$ cat src/rtl/rti_pkg.sv
package rti_pkg;
  localparam int RATE_W   = 2;
  localparam int FLAG_BIT = 6;
  localparam int ADDR_W   = 2;
  localparam logic [ADDR_W-1:0] ADDR_CTRL = 2'd0;
  localparam logic [ADDR_W-1:0] ADDR_MASK = 2'd1;
  localparam logic [ADDR_W-1:0] ADDR_STAT = 2'd2;
  typedef logic [7:0] reg_byte_t;
endpackage

$ cat src/rtl/rti_rate_decode.sv
module rti_rate_decode
  import rti_pkg::*;
#(
  parameter int BASE_PERIOD = 8192,
  parameter int CNT_W       = 16
) (
  input  logic [RATE_W-1:0] rate,
  output logic [CNT_W-1:0]  period_m1
);
  localparam int LEVELS = 1 << RATE_W;
  logic [CNT_W-1:0] tbl [LEVELS];

  // One terminal count per rate code, computed at elaboration.
  for (genvar i = 0; i < LEVELS; i++) begin : g_tbl
    assign tbl[i] = CNT_W'((BASE_PERIOD << i) - 1);
  end

  assign period_m1 = tbl[rate];
endmodule

$ cat src/rtl/rti_period_ctr.sv
module rti_period_ctr #(
  parameter int CNT_W = 16
) (
  input  logic             clk,
  input  logic             rst_n,
  input  logic [CNT_W-1:0] period_m1,
  output logic             expire,
  output logic [CNT_W-1:0] elapsed
);
  // Greater-or-equal so that a shortened period that is already overdue
  // fires at once instead of wrapping the counter.
  assign expire = (elapsed >= period_m1);

  always_ff @(posedge clk) begin
    if (!rst_n)      elapsed <= '0;
    else if (expire) elapsed <= '0;
    else             elapsed <= elapsed + 1'b1;
  end
endmodule

$ cat src/rtl/rti_regs.sv
module rti_regs
  import rti_pkg::*;
(
  input  logic              clk,
  input  logic              rst_n,
  input  logic              wr_en,
  input  logic [ADDR_W-1:0] wr_addr,
  input  reg_byte_t         wr_data,
  input  logic [ADDR_W-1:0] rd_addr,
  input  logic              expire,
  output reg_byte_t         rd_data,
  output logic [RATE_W-1:0] rate,
  output logic              flag,
  output logic              irq
);
  reg_byte_t ctrl_q;
  reg_byte_t mask_q;
  logic      clr_req;

  assign clr_req = wr_en && (wr_addr == ADDR_STAT) && wr_data[FLAG_BIT];

  always_ff @(posedge clk) begin
    if (!rst_n) begin
      ctrl_q <= '0;
      mask_q <= '0;
    end else if (wr_en) begin
      if (wr_addr == ADDR_CTRL) ctrl_q <= wr_data;
      if (wr_addr == ADDR_MASK) mask_q <= wr_data;
    end
  end

  // Expiry has priority over a same-edge clear.
  always_ff @(posedge clk) begin
    if (!rst_n)       flag <= 1'b0;
    else if (expire)  flag <= 1'b1;
    else if (clr_req) flag <= 1'b0;
  end

  always_comb begin
    rd_data = '0;
    unique case (rd_addr)
      ADDR_CTRL: rd_data = ctrl_q;
      ADDR_MASK: rd_data = mask_q;
      ADDR_STAT: rd_data[FLAG_BIT] = flag;
      default:   rd_data = '0;
    endcase
  end

  assign rate = ctrl_q[RATE_W-1:0];
  assign irq  = flag & mask_q[FLAG_BIT];
endmodule

$ cat src/rtl/rti_gen.sv
module rti_gen
  import rti_pkg::*;
#(
  parameter int BASE_PERIOD = 8192
) (
  input  logic       clk,
  input  logic       rst_n,
  input  logic       wr_en,
  input  logic [1:0] wr_addr,
  input  logic [7:0] wr_data,
  input  logic [1:0] rd_addr,
  output logic [7:0] rd_data,
  output logic       irq
);
  localparam int CNT_W = $clog2(BASE_PERIOD) + (1 << RATE_W) - 1;

  logic [RATE_W-1:0] rate;
  logic [CNT_W-1:0]  period_m1;
  logic [CNT_W-1:0]  elapsed;
  logic              expire;
  logic              flag;

  rti_rate_decode #(.BASE_PERIOD(BASE_PERIOD), .CNT_W(CNT_W)) u_dec (
    .rate      (rate),
    .period_m1 (period_m1)
  );

  rti_period_ctr #(.CNT_W(CNT_W)) u_ctr (
    .clk       (clk),
    .rst_n     (rst_n),
    .period_m1 (period_m1),
    .expire    (expire),
    .elapsed   (elapsed)
  );

  rti_regs u_regs (
    .clk     (clk),
    .rst_n   (rst_n),
    .wr_en   (wr_en),
    .wr_addr (wr_addr),
    .wr_data (wr_data),
    .rd_addr (rd_addr),
    .expire  (expire),
    .rd_data (rd_data),
    .rate    (rate),
    .flag    (flag),
    .irq     (irq)
  );
endmodule

$ cat config.mk
export PLATFORM = sky130hd
export DESIGN_NAME = rti_gen
export DESIGN_NICKNAME = d
export VERILOG_FILES = /design/src/rtl/rti_pkg.sv /design/src/rtl/rti_rate_decode.sv /design/src/rtl/rti_period_ctr.sv /design/src/rtl/rti_regs.sv /design/src/rtl/rti_gen.sv
export SDC_FILE = /design/constraint.sdc
export NUM_CORES = 1
export LEC_CHECK = 0
export ABC_AREA = 1
export ABC_CLOCK_PERIOD_IN_PS = 1900
export BUFFER_PORTS_ARGS = -buffer_cell sky130_fd_sc_hd__clkbuf_2
export CAP_MARGIN = 0
export CORE_MARGIN = 1
export CORE_UTILIZATION = 25
export DETAILED_ROUTE_END_ITERATION = 7
export HOLD_SLACK_MARGIN = 0.05
export PLACE_DENSITY = 0.45
export SYNTH_ARGS = -nofsm -noshare
export SYNTH_HDL_FRONTEND = slang
export SYNTH_HIERARCHICAL = 1
export SYNTH_SLANG_ARGS = --single-unit
$ cat constraint.sdc
create_clock -name clk -period 1.9 [get_ports clk]
set_input_delay 0.57 -clock clk [delete_from_list [all_inputs] [get_ports clk]]
set_output_delay 0.57 -clock clk [all_outputs]
set_load 0.1 [all_outputs]
Word level (Yosys, flattened, before mapping):

Index checks and enable logic that the tools add are counted.

* bits in writable memories: 0
* register bits: 33
* memories: 0
* memory bits (read-only): 0
* logic and storage cells: 30
* output and inout port bits: 9
* bits in latches: 0

* add/sub/neg operators: 1
* order comparisons: 2
* reduce and logical (&&, ||, !) cells: 8
* div/mod/pow operators: 0
* bitwise operators: 3
* mux-type cells: 8
* equal/unequal tests: 4
* multiply operators: 0
* shifts and indexed selects: 0

Operator list (count)
* 16-bit binary-select mux with 2-bit select: 1
* 16-bit 2-to-1 mux: 2
* 16-bit by 1-bit adder with 16-bit output (second input constant): 1
* 16-bit greater-or-equal comparator: 1
* 6-bit case mux with 2 select lines: 1
* 2-bit by 1-bit equality test with 1-bit output (second input constant): 2
* 2-bit equality test (second input constant): 2
* 2-bit logical NOT: 2
* 2-bit AND reduction: 2
* 3-bit greater-or-equal comparator (second input constant): 1
* 2-bit NOT with 3-bit output: 1
* 1-bit case mux with 3 select lines: 1
* 1-bit logical AND: 2
* 1-bit 2-to-1 mux: 2
* 1-bit case mux with 2 select lines: 1
* 2-bit nonzero test: 1
* 2-bit OR reduction: 1
* 1-bit AND: 1
* 1-bit NOT: 1

Logic depth before layout (Yosys ltp):

* depth after elaboration: 6
* gate-level depth with buffers: 13

Modules after synthesis:

The synthesis kept the hierarchy.

Modules (own cells, without submodules)
* rti_period_ctr: area each 1182.4 µm², cells an instance 168, sequential area each 320.3 µm², instances 1
* rti_regs: area each 794.5 µm², cells an instance 113, sequential area each 340.3 µm², instances 1
* rti_rate_decode: area each 127.6 µm², cells an instance 20, sequential area each 0.0 µm², instances 1

Worst setup path before layout:

Ideal clock, no wire load.

* path type: input -> output
* start: input rd_addr[0]
* end: output rd_data[6]
* data required time: 1330 ps
* cell stages on the path: 4
* path buffers: 1
* path slack: -364 ps
* data arrival time: 1694 ps
* cells stage by stage: buf_2 > nor2_2 > nand2_1 > nand3_1

* word-level cells in the longest chain between the ends: 2

RTL lines
* start: declaration: RTL line rti_gen.sv:11 `input logic [1:0] rd_addr,`
* 2-bit equality test, or another cell as far along: RTL line rti_regs.sv:41 `unique case (rd_addr)`
* 1-bit case mux with 3 select lines *: RTL line rti_regs.sv:41
* end: declaration: RTL line rti_gen.sv:12 `output logic [7:0] rd_data,`

Mark *: on every way between the ends. The rest lies on a longest branch, timed or not.

Worst setup path after layout:

* start: input rd_addr[1]
* end: output rd_data[1]

* word-level cells in the longest chain between the ends: 2

RTL lines (RTL line)
* 2-bit by 1-bit equality test with 1-bit output or 2-bit logical NOT (tied branches): rti_regs.sv:41
* 6-bit case mux with 2 select lines *: rti_regs.sv:41

Marks and branches as above.

==> flow_summary.ini <==
[synthesis]
yosys-top-cells-count = 65 x nand2_1, 47 x nor2_1, 42 x inv_1
synth_edf_count = 0
synth_cell_types = 24
synthTopCellsByArea = dfxtp_1 31%, nand2_1 12%, ha_1 10%
synth_top_area_cell = dfxtp_1
syn_area_um2 = 2105
ys_warn_count = 6
synth_ff_type = dfxtp_1
yosysSeqAreaShare_pct = 31.39
yosysMostFrequentCell = nand2_1
async_flop_share_pct = 0
avgSynthCellArea_um2 = 6.992
synth.top_cell.area_share_pct = 31.39
synth_seq_cells = 33
synth_cells = 301

[finish]
multiInputGateArea_um2 = 1231
n_fill_cell = 905
area_growth_pct = 22.47
seq_area_um2 = 660.6
drive_gt1_share_pct = 17.58
final_area_um2 = 2577
nNetsFinal = 362
utilization_pct = 31.53
antenna_cells = 0

[setup_path]
critPathBufInv = 3
crit_path_cell_trace = clkbuf_2, nor2_2, buf_6, nand2_1, nand2_4, buf_12
critPathCaptureType = output port
setup.worst_path.start = rd_addr[1]
critPathTopFamily = buffers and inverters
crit_fanout = 8
rrSetupSlack_ns = 0.19
regToRegEndpoint = u_ctr/elapsed[13]
slowest_stage = buf_12
required_ns = 1.33
crit_path_start_kind = primary input
path_depth = 6
endpoint = rd_data[1]
crit_type = in -> out
r2r-start = u_regs/ctrl_q[1]
r2r_cells = 10
cp.arrival_ns = 1.30
max_stage_delay_ns = 0.17

[pwr]
seq_power_share_pct = 48.4
p_per_area_nw_per_um2 = 580.7
power.internal_mw = 1.084
p_leak_nw = 1.266
p_sw_uw = 413.1
switching_share_pct = 27.60
p_clk_share_pct = 36.5
combPwrFrac_pct = 15.1
worst_ir_drop_vdd_v = 0.0002350

[global_route]
grt_pass1_wl_mm = 7.527
grt_max_degree = 17
antenna_found_initial = 0
overflow = 0
grt_usage_pct = 10.90
grt_pass1_vias = 1632

[routing]
drt_iter0_drc = 56
dr.pass1.iters = 4
avgRoutedWirePerCell_um = 9.839
remaining_drc_errors = 0
viasPerCell = 4.018
antenna_left = 0
vias = 1748
wl_mm = 4.280

[floorplan]
dieArea_um2 = 8789
die_x_um = 93.75
start_util_pct = 25.74
die_h_um = 93.75
core-area_um2 = 8175
io_pins = 24
row_count = 33

[timing]
post-route-min-period_ns = 1.866
drv_slew = 0
setup_viol = 0
clock_skew_ns = 0.005997
slew_headroom_pct = 64.05
hold_ws_ns = 0.4615
worst_pin_slew_ns = 0.5415
clock.fmax_ghz = 0.5360
hold_viol = 0
final.period_utilization_pct = 98.19

[clock_tree]
ctsHoldBuffers = 0
cts_tree = done
numCtsBuffers = 5
clock_latency_ns = 0.29
cts_buffer_depth = 2
clk_pin_slew_worst_paths_ns = 0.06
clockRootBuffer = clkbuf_8
cts.htree.levels = 2
cts_setup_buffers = 0
cts.sink_count = 33

[place]
placed_cell_area_um2 = 2487
numPortBuffers = 23
gp_congestion = 0.7587
dp_hpwl_mm = 3.345

[run]
cap_viol_max_count = 0

[hold_path]
min_path_type = reg -> reg

[status]
status = finished, final reports clean
power groups by stage:
stage	sequential (mW)	clock (mW)	combinational, mW
after floorplan	0.737	0	0.172
after global placement	0.741	0	0.223
after detailed placement	0.741	0	0.225
after CTS	0.725	0.563	0.225
after global routing	0.728	0.596	0.253
final	0.725	0.546	0.226
worst min path at each step:
| stage | start | slack, ns | to | cells after the start |
|---|---|---|---|---|
| final | u_regs/mask_q[0] | 0.46 | u_regs/mask_q[0] | 2 |
| after global routing | u_regs/mask_q[0] | 0.48 | u_regs/mask_q[0] | 2 |
| after CTS | u_regs/mask_q[0] | 0.46 | u_regs/mask_q[0] | 2 |
| after detailed placement | u_ctr/elapsed[0] | 0.45 | u_ctr/elapsed[0] | 1 |
| after global placement | u_ctr/elapsed[0] | 0.44 | u_ctr/elapsed[0] | 1 |
| after floorplan | u_ctr/elapsed[0] | 0.43 | u_ctr/elapsed[0] | 1 |
cell type report:
type	count	share of cell area (%)
Multi-Input combinational cell	216	47.77
Sequential cell	33	25.63
Timing Repair Buffer	29	11.50
Inverter	45	6.650
Tap cell	105	5.097
Clock buffer	7	3.350
worst register-to-register path: stages (launching register included):
cell,delay [ns]
dfxtp_1,0.38
nand2_1,0.06
inv_1,0.05
inv_1,0.03
ha_1,0.31
a21oi_1,0.14
o21ai_0,0.09
nor2_1,0.19
nand3_2,0.09
buf_4,0.20
nor2_1,0.10
cells in the final DEF, fill, tap and decap left out, types with 2 or more instances in the layout:
| master | Yosys | routed |
|---|---|---|
| nand2_1 | 65 | 58 |
| nor2_1 | 47 | 47 |
| inv_1 | 42 | 41 |
| dfxtp_1 | 33 | 33 |
| nand3_1 | 23 | 22 |
| ha_1 | 17 | 17 |
| clkbuf_2 | 0 | 15 |
| a21oi_1 | 15 | 15 |
| conb_1 | 1 | 13 |
| buf_12 | 0 | 9 |
| o21ai_0 | 9 | 9 |
| nand2_4 | 2 | 9 |
| xnor2_1 | 7 | 7 |
| clkbuf_8 | 0 | 6 |
| xor2_1 | 5 | 5 |
| buf_4 | 17 | 4 |
| inv_2 | 2 | 3 |
| nand4_1 | 3 | 3 |
| nand3_2 | 2 | 3 |
| nor2_2 | 3 | 3 |
| nor2_4 | 2 | 2 |
kinds of logic after synthesis:
logic type | Yosys count | synth area share, %
compound gates | 25 | 6.064
flops | 33 | 31.39
fa+ha+maj | 17 | 10.11
other cells | 1 | 0.1782
buf+inv | 64 | 14.98
xor+xnor | 12 | 4.994
simple gates | 149 | 32.28
per-layer routing:
layer	track usage, %	part of all wire [%]
met1	14.13	50
met2	17.64	45
met3	2.670	4.6
met4	3.462	0.33
met5	0	0
flip-flops by register name, indices dropped and copies added (netlist names):
register,cells
u_regs/flag,1
u_regs/mask_q,8
u_regs/ctrl_q,8
u_ctr/elapsed,16
through the flow:
stage | total power, mW | setup slack (ns) | instances | setup TNS [ns]
after floorplan | 0.9091 | -0.07140 | 313 | -0.07140
after global placement | 0.9646 | 0.03744 | 428 | 0
after detailed placement | 0.9653 | 0.03221 | 428 | 0
after CTS | 1.514 | 0.03155 | 435 | 0
after global routing | 1.577 | -0.001796 | 435 | -0.001796
final | 1.497 | 0.03447 | 435 | 0
repair_timing:
action                                 4_1_cts  5_1_grt
setup endpoints to repair                    0        2
endpoints found under the hold margin        0        0
gates resized for setup                      0        2
Power figures use the tool's default switching activity.
